### config.mk
export PLATFORM = sky130hd
export DESIGN_NAME = sram_engine
export DESIGN_NICKNAME = d
export VERILOG_FILES = /design/src/rtl/sram_pkg.sv /design/src/rtl/sram_tsel.sv /design/src/rtl/sram_ptimer.sv /design/src/rtl/sram_engine.sv
export SDC_FILE = /design/constraint.sdc
export NUM_CORES = 1
export LEC_CHECK = 0
export ABC_AREA = 1
export BUFFER_PORTS_ARGS = -buffer_cell sky130_fd_sc_hd__buf_2
export CAP_MARGIN = 20
export CORE_ASPECT_RATIO = 1.1
export CORE_MARGIN = 2
export CORE_UTILIZATION = 31
export CTS_BUF_LIST = sky130_fd_sc_hd__clkbuf_4
export CTS_CLUSTER_SIZE = 30
export DETAILED_ROUTE_END_ITERATION = 8
export GPL_ROUTABILITY_DRIVEN = 0
export PLACE_DENSITY = 0.51
export SLEW_MARGIN = 20
export SYNTH_ARGS = -nofsm -noshare
export SYNTH_HDL_FRONTEND = slang
export SYNTH_HIERARCHICAL = 1
export SYNTH_SLANG_ARGS = --single-unit
### constraint.sdc
create_clock -name clk -period 2.82 [get_ports clk]
set_clock_uncertainty 0.2 [all_clocks]
set_input_delay 0.705 -clock clk [delete_from_list [all_inputs] [get_ports clk]]
set_output_delay 0.705 -clock clk [all_outputs]
set_load 0.005 [all_outputs]
### src/rtl/sram_pkg.sv
package sram_pkg;
    localparam int PH_W = 4;   // width of setup, hold and turnaround counts
    localparam int DP_W = 8;   // width of data-phase count and phase timer

    typedef enum logic [2:0] {
        ST_IDLE,
        ST_SETUP,
        ST_HOLD,
        ST_DATA,
        ST_DONE,
        ST_TURN,
        ST_REJECT
    } eng_state_e;

    typedef struct packed {
        logic [PH_W-1:0] setup;
        logic [PH_W-1:0] hold;
        logic [DP_W-1:0] data;
        logic [PH_W-1:0] turn;
    } tset_t;
endpackage

### src/rtl/sram_tsel.sv
module sram_tsel
    import sram_pkg::*;
(
    input  logic  sel_wr,
    input  logic  ext_en,
    input  tset_t rd_set,
    input  tset_t wr_set,
    output tset_t eff
);
    tset_t raw;

    // pick the active set, then lift zero hold/data counts to one cycle
    always_comb begin
        raw = (sel_wr && ext_en) ? wr_set : rd_set;
        eff = raw;
        if (raw.hold == '0) eff.hold = PH_W'(1);
        if (raw.data == '0) eff.data = DP_W'(1);
    end
endmodule

### src/rtl/sram_ptimer.sv
module sram_ptimer #(
    parameter int W = 8
) (
    input  logic         clk,
    input  logic         rst_n,
    input  logic         load,
    input  logic [W-1:0] load_val,
    output logic         last
);
    logic [W-1:0] cnt_q;

    // counts down to zero and rests there until reloaded
    always_ff @(posedge clk or negedge rst_n) begin
        if (!rst_n)              cnt_q <= '0;
        else if (load)           cnt_q <= load_val;
        else if (cnt_q != '0)    cnt_q <= cnt_q - 1'b1;
    end

    assign last = (cnt_q == '0);
endmodule

### src/rtl/sram_engine.sv
module sram_engine
    import sram_pkg::*;
#(
    parameter int AW = 16,
    parameter int DW = 16
) (
    input  logic            clk,
    input  logic            rst_n,
    input  logic            req_valid,
    input  logic            req_write,
    input  logic [AW-1:0]   req_addr,
    input  logic [DW-1:0]   req_wdata,
    output logic            req_ack,
    output logic            req_err,
    output logic [DW-1:0]   rsp_rdata,
    input  logic            cfg_mux_en,
    input  logic            cfg_wr_allow,
    input  logic            cfg_ext_en,
    input  logic            cfg_wait_en,
    input  logic            cfg_wait_pol,
    input  logic [PH_W-1:0] rd_setup,
    input  logic [PH_W-1:0] rd_hold,
    input  logic [DP_W-1:0] rd_data,
    input  logic [PH_W-1:0] rd_turn,
    input  logic [PH_W-1:0] wr_setup,
    input  logic [PH_W-1:0] wr_hold,
    input  logic [DP_W-1:0] wr_data,
    input  logic [PH_W-1:0] wr_turn,
    output logic [AW-1:0]   mem_addr,
    output logic            mem_cs_n,
    output logic            mem_oe_n,
    output logic            mem_we_n,
    output logic            mem_adv_n,
    output logic [DW-1:0]   mem_dq_out,
    output logic            mem_dq_oe,
    input  logic [DW-1:0]   mem_dq_in,
    input  logic            mem_wait
);
    eng_state_e st_q, st_d;

    tset_t rd_set, wr_set, tsel;
    logic [PH_W-1:0] hold_q, turn_q;
    logic [DP_W-1:0] data_q;
    logic            wr_q, mux_q;
    logic [AW-1:0]   addr_q;
    logic [DW-1:0]   wdata_q, rdata_q;

    logic            ld, last, wait_act, accept;
    logic [DP_W-1:0] ld_val;

    function automatic logic [DP_W-1:0] len_m1(input logic [DP_W-1:0] n);
        return n - {{(DP_W-1){1'b0}}, 1'b1};
    endfunction

    assign rd_set = '{setup: rd_setup, hold: rd_hold, data: rd_data, turn: rd_turn};
    assign wr_set = '{setup: wr_setup, hold: wr_hold, data: wr_data, turn: wr_turn};

    sram_tsel u_tsel (
        .sel_wr (req_write),
        .ext_en (cfg_ext_en),
        .rd_set (rd_set),
        .wr_set (wr_set),
        .eff    (tsel)
    );

    sram_ptimer #(.W(DP_W)) u_timer (
        .clk      (clk),
        .rst_n    (rst_n),
        .load     (ld),
        .load_val (ld_val),
        .last     (last)
    );

    assign wait_act = cfg_wait_en && (mem_wait == cfg_wait_pol);
    assign accept   = (st_q == ST_IDLE) && req_valid;

    // next state and phase-timer loading
    always_comb begin
        st_d   = st_q;
        ld     = 1'b0;
        ld_val = '0;
        unique case (st_q)
            ST_IDLE: begin
                if (req_valid) begin
                    if (req_write && !cfg_wr_allow) begin
                        st_d = ST_REJECT;
                    end else if (tsel.setup != '0) begin
                        st_d = ST_SETUP; ld = 1'b1; ld_val = len_m1(DP_W'(tsel.setup));
                    end else if (cfg_mux_en) begin
                        st_d = ST_HOLD;  ld = 1'b1; ld_val = len_m1(DP_W'(tsel.hold));
                    end else begin
                        st_d = ST_DATA;  ld = 1'b1; ld_val = len_m1(tsel.data);
                    end
                end
            end
            ST_SETUP: begin
                if (last) begin
                    if (mux_q) begin
                        st_d = ST_HOLD; ld = 1'b1; ld_val = len_m1(DP_W'(hold_q));
                    end else begin
                        st_d = ST_DATA; ld = 1'b1; ld_val = len_m1(data_q);
                    end
                end
            end
            ST_HOLD: begin
                if (last) begin
                    st_d = ST_DATA; ld = 1'b1; ld_val = len_m1(data_q);
                end
            end
            ST_DATA: begin
                if (last && !wait_act) st_d = ST_DONE;
            end
            ST_DONE: begin
                if (turn_q != '0) begin
                    st_d = ST_TURN; ld = 1'b1; ld_val = len_m1(DP_W'(turn_q));
                end else begin
                    st_d = ST_IDLE;
                end
            end
            ST_TURN:   if (last) st_d = ST_IDLE;
            ST_REJECT: st_d = ST_IDLE;
            default:   st_d = ST_IDLE;
        endcase
    end

    // state register
    always_ff @(posedge clk or negedge rst_n) begin
        if (!rst_n) st_q <= ST_IDLE;
        else        st_q <= st_d;
    end

    // request capture and read sampling
    always_ff @(posedge clk or negedge rst_n) begin
        if (!rst_n) begin
            hold_q  <= '0;
            data_q  <= '0;
            turn_q  <= '0;
            wr_q    <= 1'b0;
            mux_q   <= 1'b0;
            addr_q  <= '0;
            wdata_q <= '0;
            rdata_q <= '0;
        end else begin
            if (accept) begin
                hold_q  <= tsel.hold;
                data_q  <= tsel.data;
                turn_q  <= tsel.turn;
                wr_q    <= req_write;
                mux_q   <= cfg_mux_en;
                addr_q  <= req_addr;
                wdata_q <= req_wdata;
            end
            if (st_q == ST_DATA && st_d == ST_DONE && !wr_q) rdata_q <= mem_dq_in;
        end
    end

    // bus and response outputs
    always_comb begin
        mem_cs_n   = 1'b1;
        mem_oe_n   = 1'b1;
        mem_we_n   = 1'b1;
        mem_adv_n  = 1'b1;
        mem_dq_oe  = 1'b0;
        mem_dq_out = wdata_q;
        req_ack    = 1'b0;
        req_err    = 1'b0;
        unique case (st_q)
            ST_SETUP: begin
                mem_cs_n   = 1'b0;
                mem_adv_n  = !mux_q;
                mem_dq_oe  = mux_q;
                mem_dq_out = DW'(addr_q);
            end
            ST_HOLD: begin
                mem_cs_n   = 1'b0;
                mem_dq_oe  = 1'b1;
                mem_dq_out = DW'(addr_q);
            end
            ST_DATA: begin
                mem_cs_n  = 1'b0;
                mem_oe_n  = wr_q;
                mem_we_n  = !wr_q;
                mem_dq_oe = wr_q;
            end
            ST_DONE:   req_ack = 1'b1;
            ST_REJECT: begin
                req_ack = 1'b1;
                req_err = 1'b1;
            end
            default: ;
        endcase
    end

    assign mem_addr  = addr_q;
    assign rsp_rdata = rdata_q;
endmodule

Word level (Yosys, flattened, before mapping)
Cells that the tools add are included.

word-level totals
  flip-flop bits (word level) = 77
  output and inout port bits = 55
  word-level logic and storage cells = 85

cells by class
  add/sub/neg operators = 7
  equal/unequal tests = 8
  mux-type cells = 38
  reductions and logical operators = 22

operator list
  cell                                              number
  two-way mux 8 bit                                 11
  case mux 8 bit (4 select lines)                   1
  subtractor 8 x 1 -> 8 bit, second input constant  3
  two-way mux 3 bit                                 7
  two-way mux 20 bit                                1
  subtractor 4 x 1 -> 5 bit, second input constant  4
  case mux 3 bit (6 select lines)                   1
  zero test 8 bit                                   2
  two-way mux 16 bit                                1
  == test 3 bit, second input constant              4
  two-way mux 1 bit                                 12
  nonzero test 4 bit                                2
  nonzero test 8 bit                                1
  logical AND 1 bit                                 7
  == test 3 x 2 -> 1 bit, second input constant     2
  case mux 1 bit (3 select lines)                   2
  zero test 1 bit                                   4
  zero test 4 bit                                   1
  two-way mux 4 bit                                 1
  OR reduction 2 bit                                2
  == test 3 x 1 -> 1 bit, second input constant     1
  zero test 3 bit                                   1
  OR reduction 3 bit                                1
  two-way mux 2 bit                                 1
  2 further kinds                                   2

Logic depth before layout (Yosys ltp)
Gate-level depths: netlist of the first run.

  depth in word-level cells = 11
  depth in mapped cells = 20
  depth with buffers taken out = 18

Hierarchy
The synthesis of the first run kept the hierarchy.

by module, submodules not included
  module       times used  cells an instance  area each (µm²)  sequential area each (µm²)
  sram_engine  1           513                3941.3           1726.7
  sram_ptimer  1           71                 531.8            200.2
  sram_tsel    1           76                 470.5            0.0

Least setup slack after synthesis of the first run
Ideal clock, no wire load.

  path type = input port to flip-flop
  start = in req_write
  end = reg u_timer.cnt_q[1]
  library setup time = 0.074 ns
  arrival time = 2.419 ns
  required time = 2.546 ns
  setup slack = 0.127 ns
  stages on the path = 16
  buffers on the path = 2
  cell sequence = buf_6 > nand2_8 > buf_12 > o21ai_2 > nand2_1 > o21bai_2 > inv_1 > ha_1 > or2_2 > o211ai_1 > nand3_1 > nand4_1 > nand2_1 > o21ai_0 > nand2_1 > o21ai_2

RTL lines
  item                    line               text
  start: declaration      sram_engine.sv:10  input logic req_write,
  end signal: assignment  sram_ptimer.sv:15  else if (load) cnt_q <= load_val;
  end signal: assignment  sram_ptimer.sv:16  else if (cnt_q != '0) cnt_q <= cnt_q - 1'b1;
  end: declaration        sram_ptimer.sv:10  logic [W-1:0] cnt_q;

Worst setup path after layout of the first run
  start = reg st_q[1]
  end = out mem_dq_out[5]

on the way
  longest elaborated chain between the ends = 3
  elaborated cells on any way between the ends = 4
  those cells by class = eq/ne (2); mux (1); reduce/logical (1)

RTL lines
  item                                                              line                text
  start: declaration                                                sram_engine.sv:39   eng_state_e st_q, st_d;
  start signal: assignment                                          sram_engine.sv:129  else st_q <= st_d;
  == test 3 x 2 -> 1 bit or == test 3 x 1 -> 1 bit (tied branches)  sram_engine.sv:167  unique case (st_q)
  OR reduction 2 bit (no line) (*)                                  n/a
  two-way mux 16 bit (*)                                            sram_engine.sv:167
  end: declaration                                                  sram_engine.sv:34   output logic [DW-1:0] mem_dq_out,

Every way passes the cells marked *; elsewhere a longest branch is shown, timed or not.

==> results, run 1 <==
- The run finished with clean final reports.
- The count of nets left with antenna violations once routing finished came out at 0.
- STA classifies the critical path startpoint as a flip-flop.
- The cell type of the slowest stage on the worst timing path is sky130_fd_sc_hd__dfrtp_1.
- Setup repair after global routing could not meet its margin everywhere.
- The overall die width is 124 µm.
- Net switching is 42.7% of the power.
- The post-synthesis cell area is 4940 µm².
- The average cell area after synthesis is 7.49 µm².
- The tree built by TritonCTS fans out to 77 sinks.
- The maximum number of pins on one net before global-route repair is 64.
- The amount of wire on met2 after detailed routing is 6.40 mm.
- The number of buffers and inverters on the critical path is 2.
- The final standard cell utilization of the core is 40.7%.
- The via count is 4584.
- The cell family contributing the most delay on the critical path is flip-flops.
- After detailed routing, no signal wire sits above met4.
- For the pin with the worst max-slew slack, the measured transition is 0.604 ns.
- Per report_power, the clock group accounts for 11.4% of the total.
- The number of remaining DRC errors is 0.
- Synthesis produced a netlist whose cell count is 660.
- The H-tree generated during clock tree synthesis spans 3 levels.
- Data arrives at the worst endpoint at 1.87 ns.
- The combinational cell fraction of total power is 56.3%.
- The initial detailed-routing violation count is 257.
- Setup violations remaining at the end of the flow were counted as 0.
- The detailed placement HPWL is 10.1 mm.
- Sorting the synthesized cells by how often they occur yields sky130_fd_sc_hd__nand2_1, sky130_fd_sc_hd__dfrtp_1, sky130_fd_sc_hd__inv_1.
- The area after detailed placement is 5980 µm².
- The final setup TNS is 0 ns.
- The core box area is 15700 µm².
- The number of max-capacitance violations reported is 0.
- The clock slew seen by the registers of the worst setup and hold paths is 0.15 ns.
- The number of storage elements in the synthesis netlist is 77.
- In the synthesized netlist the async set-or-reset flop fraction comes to 100%.
- Of the cells placed in the final design, the portion with a size suffix greater than 1 is 32.2%.
- The sequential share of the synthesized area is 39.0%.
- From synthesis to final layout, the design area changed by 29.0%.
- The most frequently used flop master after synthesis is sky130_fd_sc_hd__dfrtp_1.
- In the routed layout, each cell is associated on average with a via count of 4.40.
- The post-synthesis cell type count is 40.
- The final hold slack is 0.231 ns.
- Among all cell types in the netlist, the one instantiated most often is sky130_fd_sc_hd__nand2_1.
- The fmax is 360 MHz.
- The residual overflow from global routing is 0.
- The initial antenna violation count is 1.
- The area of the die is 17000 µm².
- The number of pins with negative max-slew slack in the final report is 0.
- TritonCTS built the clock tree.
- The number of detailed-routing iterations run before antenna repair is 4.
- By area the synthesized netlist is led by sky130_fd_sc_hd__dfrtp_1, sky130_fd_sc_hd__nand2_1, sky130_fd_sc_hd__inv_1.
- Dividing total power by cell area gives a power density of 969 nW/µm².
- The headroom to the max-slew limit is 59.7%.
- Global routing used 15.6% of the available tracks.
- The cell leakage power is 3.65 nW.
- The count of final hold-check violations is 0.
- For this configuration, the core starts out at a cell density of 31.5%.
- The path category of the worst min-delay check is primary input to flip-flop.
- The final period demand of the worst path is 2.77 ns.
- In this run the biggest area consumer among cell types represents 39.0% of the synthesized area.
- 153 I/O pins were placed.
- The finished cells cover 6370 µm².
- The wire length after detailed routing is 13.5 mm.
- Of all cell types, the one taking the most synthesized area is sky130_fd_sc_hd__dfrtp_1.
- The number of nets in the finished design is 938.
- The Yosys warning count is 6.
- In the final routing, the length of wire on met1 measures 6.46 mm.
- The first-pass GRT wire length is 21.3 mm.
- The switching power total is 2.64 mW.
- Among the stages of the critical path, the cell type that occurs most often is sky130_fd_sc_hd__nand2_8.
- The worst path uses 98.4% of the clock period.
- After detailed routing, the average wire length per cell comes to 12.9 µm.
- In this run the tool buffered the top-level ports with 152 buffer cells.
- The via count of the first global-routing pass came to 4308.
- Measured along the y axis, the die boundary spans 136 µm.
- The cell sitting at the root of the clock tree is a sky130_fd_sc_hd__clkbuf_4.
- The clock passes through at most 2 buffers.
- Counting flops with a built-in enable in the synthesized netlist gives 0.
- The worst IR drop on VDD is 0.000390 V.
- The worst setup path is captured at a primary output.
- The sequential share of power is 32.3%.
- The post-synth net total is 764.
- The critical path goes through inv_2, nor2_4, nand2_8, nand2_8, mux2_4, buf_6.
- In this design, the stage delay of the slowest critical-path cell is 0.45 ns.
- The clock latency reported for the late side of the worst-skew pair is 0.45 ns.
- Wire segments on met3 add up to 446 µm in the final route.
- Counting the buffers created by CTS gives 9.
- Of all nets on the critical path, the largest fanout is 5.
- The floorplan has 48 rows.
- The type of the setup path with the least slack is flip-flop to primary output.
- The required time of the critical path is 1.91 ns.
- Internal power comes to 3.54 mW.
## power groups by stage
stage	sequential, mW	combinational [mW]	clock, mW
floorplan	1.97	2.02	0
CTS	1.99	3.10	0.739
global placement	2.01	2.96	0
finish	1.99	3.48	0.707
detailed placement	2.01	2.98	0
global route	2.07	3.88	0.787
## cells in the final DEF, fill, tap and decap left out, types with 2 or more instances in the layout
cell / n
sky130_fd_sc_hd__a21oi_1: 6
sky130_fd_sc_hd__buf_2: 136
sky130_fd_sc_hd__buf_4: 30
sky130_fd_sc_hd__buf_6: 15
sky130_fd_sc_hd__clkbuf_4: 9
sky130_fd_sc_hd__dfrtp_1: 76
sky130_fd_sc_hd__diode_2: 2
sky130_fd_sc_hd__ha_1: 6
sky130_fd_sc_hd__inv_1: 70
sky130_fd_sc_hd__inv_2: 5
sky130_fd_sc_hd__inv_6: 2
sky130_fd_sc_hd__mux2_4: 24
sky130_fd_sc_hd__nand2_1: 261
sky130_fd_sc_hd__nand2_2: 13
sky130_fd_sc_hd__nand2_4: 3
sky130_fd_sc_hd__nand2_8: 5
sky130_fd_sc_hd__nand3_1: 42
sky130_fd_sc_hd__nand3b_1: 3
sky130_fd_sc_hd__nand4_1: 6
sky130_fd_sc_hd__nor2_1: 32
sky130_fd_sc_hd__nor2_2: 4
sky130_fd_sc_hd__nor2_4: 5
sky130_fd_sc_hd__nor2_8: 3
sky130_fd_sc_hd__o211ai_1: 4
sky130_fd_sc_hd__o21ai_0: 36
sky130_fd_sc_hd__o21ai_1: 10
sky130_fd_sc_hd__o21ai_2: 5
sky130_fd_sc_hd__or2_2: 2
sky130_fd_sc_hd__xnor2_1: 5
sky130_fd_sc_hd__xor2_1: 2
## timing repair
action | in CTS | in global routing
setup endpoints to repair | 16 | 17
hold buffers | 1 | 0
gates cloned | 1 | 1
resized for setup | 6 | 27
endpoints found under the hold margin | 32 | 0
setup buffers | 1 | 4
pin swaps | 1 | 5
## worst min-delay path, stage by stage
cell	delay, ns
sky130_fd_sc_hd__buf_2	0.07
sky130_fd_sc_hd__nand2_1	0.04
sky130_fd_sc_hd__nand2_1	0.05
## path summary, 6_finish.rpt
path	cells after the start	slack (ns)	from	to
max reg2reg	9	0.57	st_q[0]	u_timer/cnt_q[4]
max in group asynchronous	3	1.28	rst_n	wdata_q[7]
min in group asynchronous	2	0.53	rst_n	wdata_q[0]
min reg2reg	2	0.29	rsp_rdata[15]	rsp_rdata[15]
min	3	0.23	req_wdata[10]	wdata_q[10]
max	6	0.05	st_q[1]	mem_dq_out[5]
## through the flow
stage	setup WS (ns)	instances	power, mW
global placement	-0.0358	1015	4.97
global route	-0.0656	1040	6.74
detailed placement	-0.0541	1015	4.99
finish	0.0458	1041	6.18
floorplan	0.127	660	3.99
CTS	0.00125	1034	5.83
## cells by family after synthesis
group,after synthesis,synth area share (%)
fa+ha+maj,6,1.52
buf+inv,98,9.39
flops,77,39.0
xor+xnor,7,1.24
compound gates,67,7.77
simple gates,380,34.1
mux,25,6.96
## state kept, by name (all words and copies together), names as in the netlist
register       count
wr_q               1
data_q             8
u_timer/cnt_q      8
wdata_q           16
mem_addr          16
st_q               3
turn_q             4
hold_q             4
rsp_rdata         16
mux_q              1
## cell type report
class,count,area (µm²)
well taps,200,250
multi-input cells,487,2660
repair buffers,183,1100
clock inverters,7,72.6
diodes,2,5.00
flip-flops and latches,77,1930
clock buffers,9,67.6
inverters,76,288
fillers,1691,9300
## layer usage
| metal | vias up | global-route usage [%] |
|---|---|---|
| met5 | - | 0 |
| met2 | 94 | 26.0 |
| met3 | 8 | 2.56 |
| li1 | 2433 | - |
| met4 | 0 | 5.24 |
| met1 | 2049 | 20.9 |
Power figures use the tool's default switching activity.
==> run 2: changes to the inputs <==
--- a/config.mk
+++ b/config.mk
@@ -15,7 +15,7 @@
 export CTS_CLUSTER_SIZE = 30
 export DETAILED_ROUTE_END_ITERATION = 8
 export GPL_ROUTABILITY_DRIVEN = 0
-export PLACE_DENSITY = 0.51
+export PLACE_DENSITY = 0.63
 export SLEW_MARGIN = 20
 export SYNTH_ARGS = -nofsm -noshare
 export SYNTH_HDL_FRONTEND = slang
==> run 2 against run 1 <==
  * Via count grew 2.1%
  * Die area is the same
  * Critical endpoint is now mem_dq_out[14]
  * Sequential share of layout area grew 0.68 points
  * Worst hold slack lost 0.18 ns
  * Final cell count shrank 0.86%
  * Combinational power shrank 11%
  * Flip-flop and latch count is the same
  * Global-route usage shrank 0.72 points
  * Clock power grew 11%
  * First-iteration DRC count grew 3.9%
  * Core utilization shrank 0.89 points
  * Critical path depth is the same
==> results, run 2 (synthesis gave the netlist of run 1 again) <==
- The final standard cell utilization of the core is 39.8% (was 40.7%).
- The fmax came to 366 MHz (was 360 MHz).
- The total routing resource utilization after global routing is 14.9% (was 15.6%).
- The final-report setup violation count is 0 (unchanged).
- The count of final hold-check violations was 0 (unchanged).
- The type of destination of the critical path was a primary output (unchanged).
- The CTS tree is built (unchanged).
- The core box area was 15700 µm² (unchanged).
- The initial detailed-routing violation count is 267 (was 257).
- The worst IR drop on VDD is 0.000323 V (was 0.000390 V).
- The commonest non-fill, non-tap cell in the layout is sky130_fd_sc_hd__nand2_1 (unchanged).
- The initial antenna violation count is 0 (was 1).
- The worst reg-to-reg setup slack came to 0.43 ns (was 0.57 ns).
- The port buffer count is 152 (unchanged).
- The residual overflow from global routing was 0 (unchanged).
- The detailed placement HPWL is 9.80 mm (was 10.1 mm).
- The headroom to the max-slew limit came to 48.6% (was 59.7%).
- The required time of the critical path is 1.91 ns (about the same).
- The maximum number of pins on one net before global-route repair was 46 (was 64).
- The clock slew seen by the registers of the worst setup and hold paths is 0.14 ns (was 0.15 ns).
- The first-pass GRT wire length is 20.9 mm (was 21.3 mm).
- The top-level I/O count is 153 (unchanged).
- The via density per instance is 4.53 (was 4.40).
- The source of the worst register-to-register timing path is u_timer/cnt_q[0] (was st_q[0]).
- Run status: finished, final reports clean (unchanged).
- The share of final-layout standard cells stronger than drive strength 1 is 31.6% (was 32.2%).
- The cell chosen for the clock root was sky130_fd_sc_hd__clkbuf_4 (unchanged).
- The final hold slack came to 0.0549 ns (was 0.231 ns).
- The TritonCTS buffer count is 9 (unchanged).
- The final instance count without filler cells came to 1032 (was 1041).
- The wire length per cell is 12.6 µm (was 12.9 µm).
- The final period demand of the worst path came to 2.74 ns (was 2.77 ns).
- The data arrival time of the critical path is 1.83 ns (was 1.87 ns).
- Most used cells in the layout excluding fill and tap cells: sky130_fd_sc_hd__nand2_1, sky130_fd_sc_hd__buf_2, sky130_fd_sc_hd__dfrtp_1, sky130_fd_sc_hd__inv_1, sky130_fd_sc_hd__nand3_1 (unchanged).
- The number of cells on the worst reg-to-reg path is 8 (was 9).
- The area of the die is 17000 µm² (unchanged).
- The number of detailed-routing iterations run before antenna repair is 5 (was 4).
- The kind of start point of the critical path was a flip-flop (unchanged).
- The cell row count is 48 (unchanged).
- The number of remaining DRC errors is 0 (unchanged).
- The reg-to-reg critical path endpoint is u_timer/cnt_q[4] (unchanged).
- The count of nets left with antenna violations after detail routing is 0 (unchanged).
- The total instance count after detailed placement is 1009 (was 1015).
- The cell leakage power came to 3.59 nW (was 3.65 nW).
- The wire length after detailed routing is 13.0 mm (was 13.5 mm).
- The number of nets in the finished design was 931 (was 938).
- The total number of clock tree sinks is 77 (unchanged).
- The signed area change from the synthesized netlist to the final layout was 26.1% (was 29.0%).
- The number of max-capacitance violations reported is 0 (unchanged).
- The ratio of final minimum period to clock period is 97.0% (was 98.4%).
- The maximum clock path buffer count is 2 (unchanged).
- The power density over the cells is 946 nW/µm² (was 969 nW/µm²).
- The number of pins with negative max-slew slack in the final report was 0 (unchanged).
- The initial core utilization was 31.5% (unchanged).
- The largest fanout on the critical path came to 8 (was 5).
- The path category of the worst min-delay check is primary input to asynchronous set/reset pin (was primary input to flip-flop).
- The H-tree depth is 3 (unchanged).
- The via count came to 4680 (was 4584).
- The via count of the first global-routing pass came to 4421 (was 4308).
- The die span in y is 136 µm (unchanged).
- The overall die width was 124 µm (unchanged).
- The clock latency reported for the late side of the worst-skew pair is 0.42 ns (was 0.45 ns).
- The transition time at the pin with the least slew margin is 0.771 ns (was 0.604 ns).
- The type of the setup path with the least slack is flip-flop to primary output (unchanged).
- The antenna diode instance count is 0 (was 2).
run 2: how the worst max path moves through the flow:
stage	start	end	slack [ns]	depth (start not counted)
floorplan	req_write	u_timer/cnt_q[1]	0.13	16
global placement	req_write	u_timer/cnt_q[1]	0.06	15
detailed placement	req_write	u_timer/cnt_q[4]	-0.002	14
CTS	st_q[0]	mem_dq_out[3]	0.01	6
global route	st_q[0]	mem_dq_out[11]	-0.009	6
finish	st_q[0]	mem_dq_out[14]	0.08	6
run 2: worst max-delay path, cell delays in order, from the launching register on:
cell                      delay [ns]
sky130_fd_sc_hd__dfrtp_1        0.44
sky130_fd_sc_hd__inv_4          0.10
sky130_fd_sc_hd__nor2_4         0.16
sky130_fd_sc_hd__nand2_8        0.13
sky130_fd_sc_hd__nand2_8        0.14
sky130_fd_sc_hd__mux2_4         0.30
sky130_fd_sc_hd__buf_2          0.14
run 2: final cells by class:
| class | count | area, µm² |
|---|---|---|
| Clock inverter | 6 | 86.3 |
| Multi-Input combinational cell | 487 | 2640 |
| Fill cell | 1657 | 9440 |
| Sequential cell | 77 | 1930 |
| Inverter | 76 | 288 |
| Clock buffer | 10 | 75.1 |
| Tap cell | 200 | 250 |
| Timing Repair Buffer | 176 | 968 |
run 2: what timing repair did:
| action | in CTS | in global routing |
|---|---|---|
| buffers inserted | 0 | 5 |
| pin swaps | 1 | 4 |
| cloned | 1 | 1 |
| setup endpoints to repair | 16 | 16 |
| resized for setup | 6 | 5 |
| hold buffers | 0 | 0 |
run 2: where the power goes:
part / total, mW / switching [mW] / internal (mW)
Combinational: 3.08 / 1.71 / 1.37
Clock: 0.785 / 0.415 / 0.370
Sequential: 2.03 / 0.417 / 1.62
Total: 5.90 / 2.54 / 3.36
run 2: routing by layer:
layer / up-vias / routed length [µm] / global-route usage [%]
li1: 2419 / - / -
met1: 2104 / 5950 / 20.1
met2: 138 / 6080 / 24.8
met3: 19 / 702 / 2.40
met4: 0 / 257 / 4.56
met5: - / 0 / 0
run 2: per-stage QoR:
step	worst slack, ns	TNS, ns	power [mW]	instance area (µm²)
2_1_floorplan	0.127	0	3.99	4940
3_3_place_gp	0.0555	0	4.89	5950
3_5_place_dp	-0.00181	-0.00181	4.94	5950
4_1_cts	0.00955	0	5.83	6150
5_1_grt	-0.00920	-0.0435	6.42	6230
6_report	0.0842	0	5.90	6230
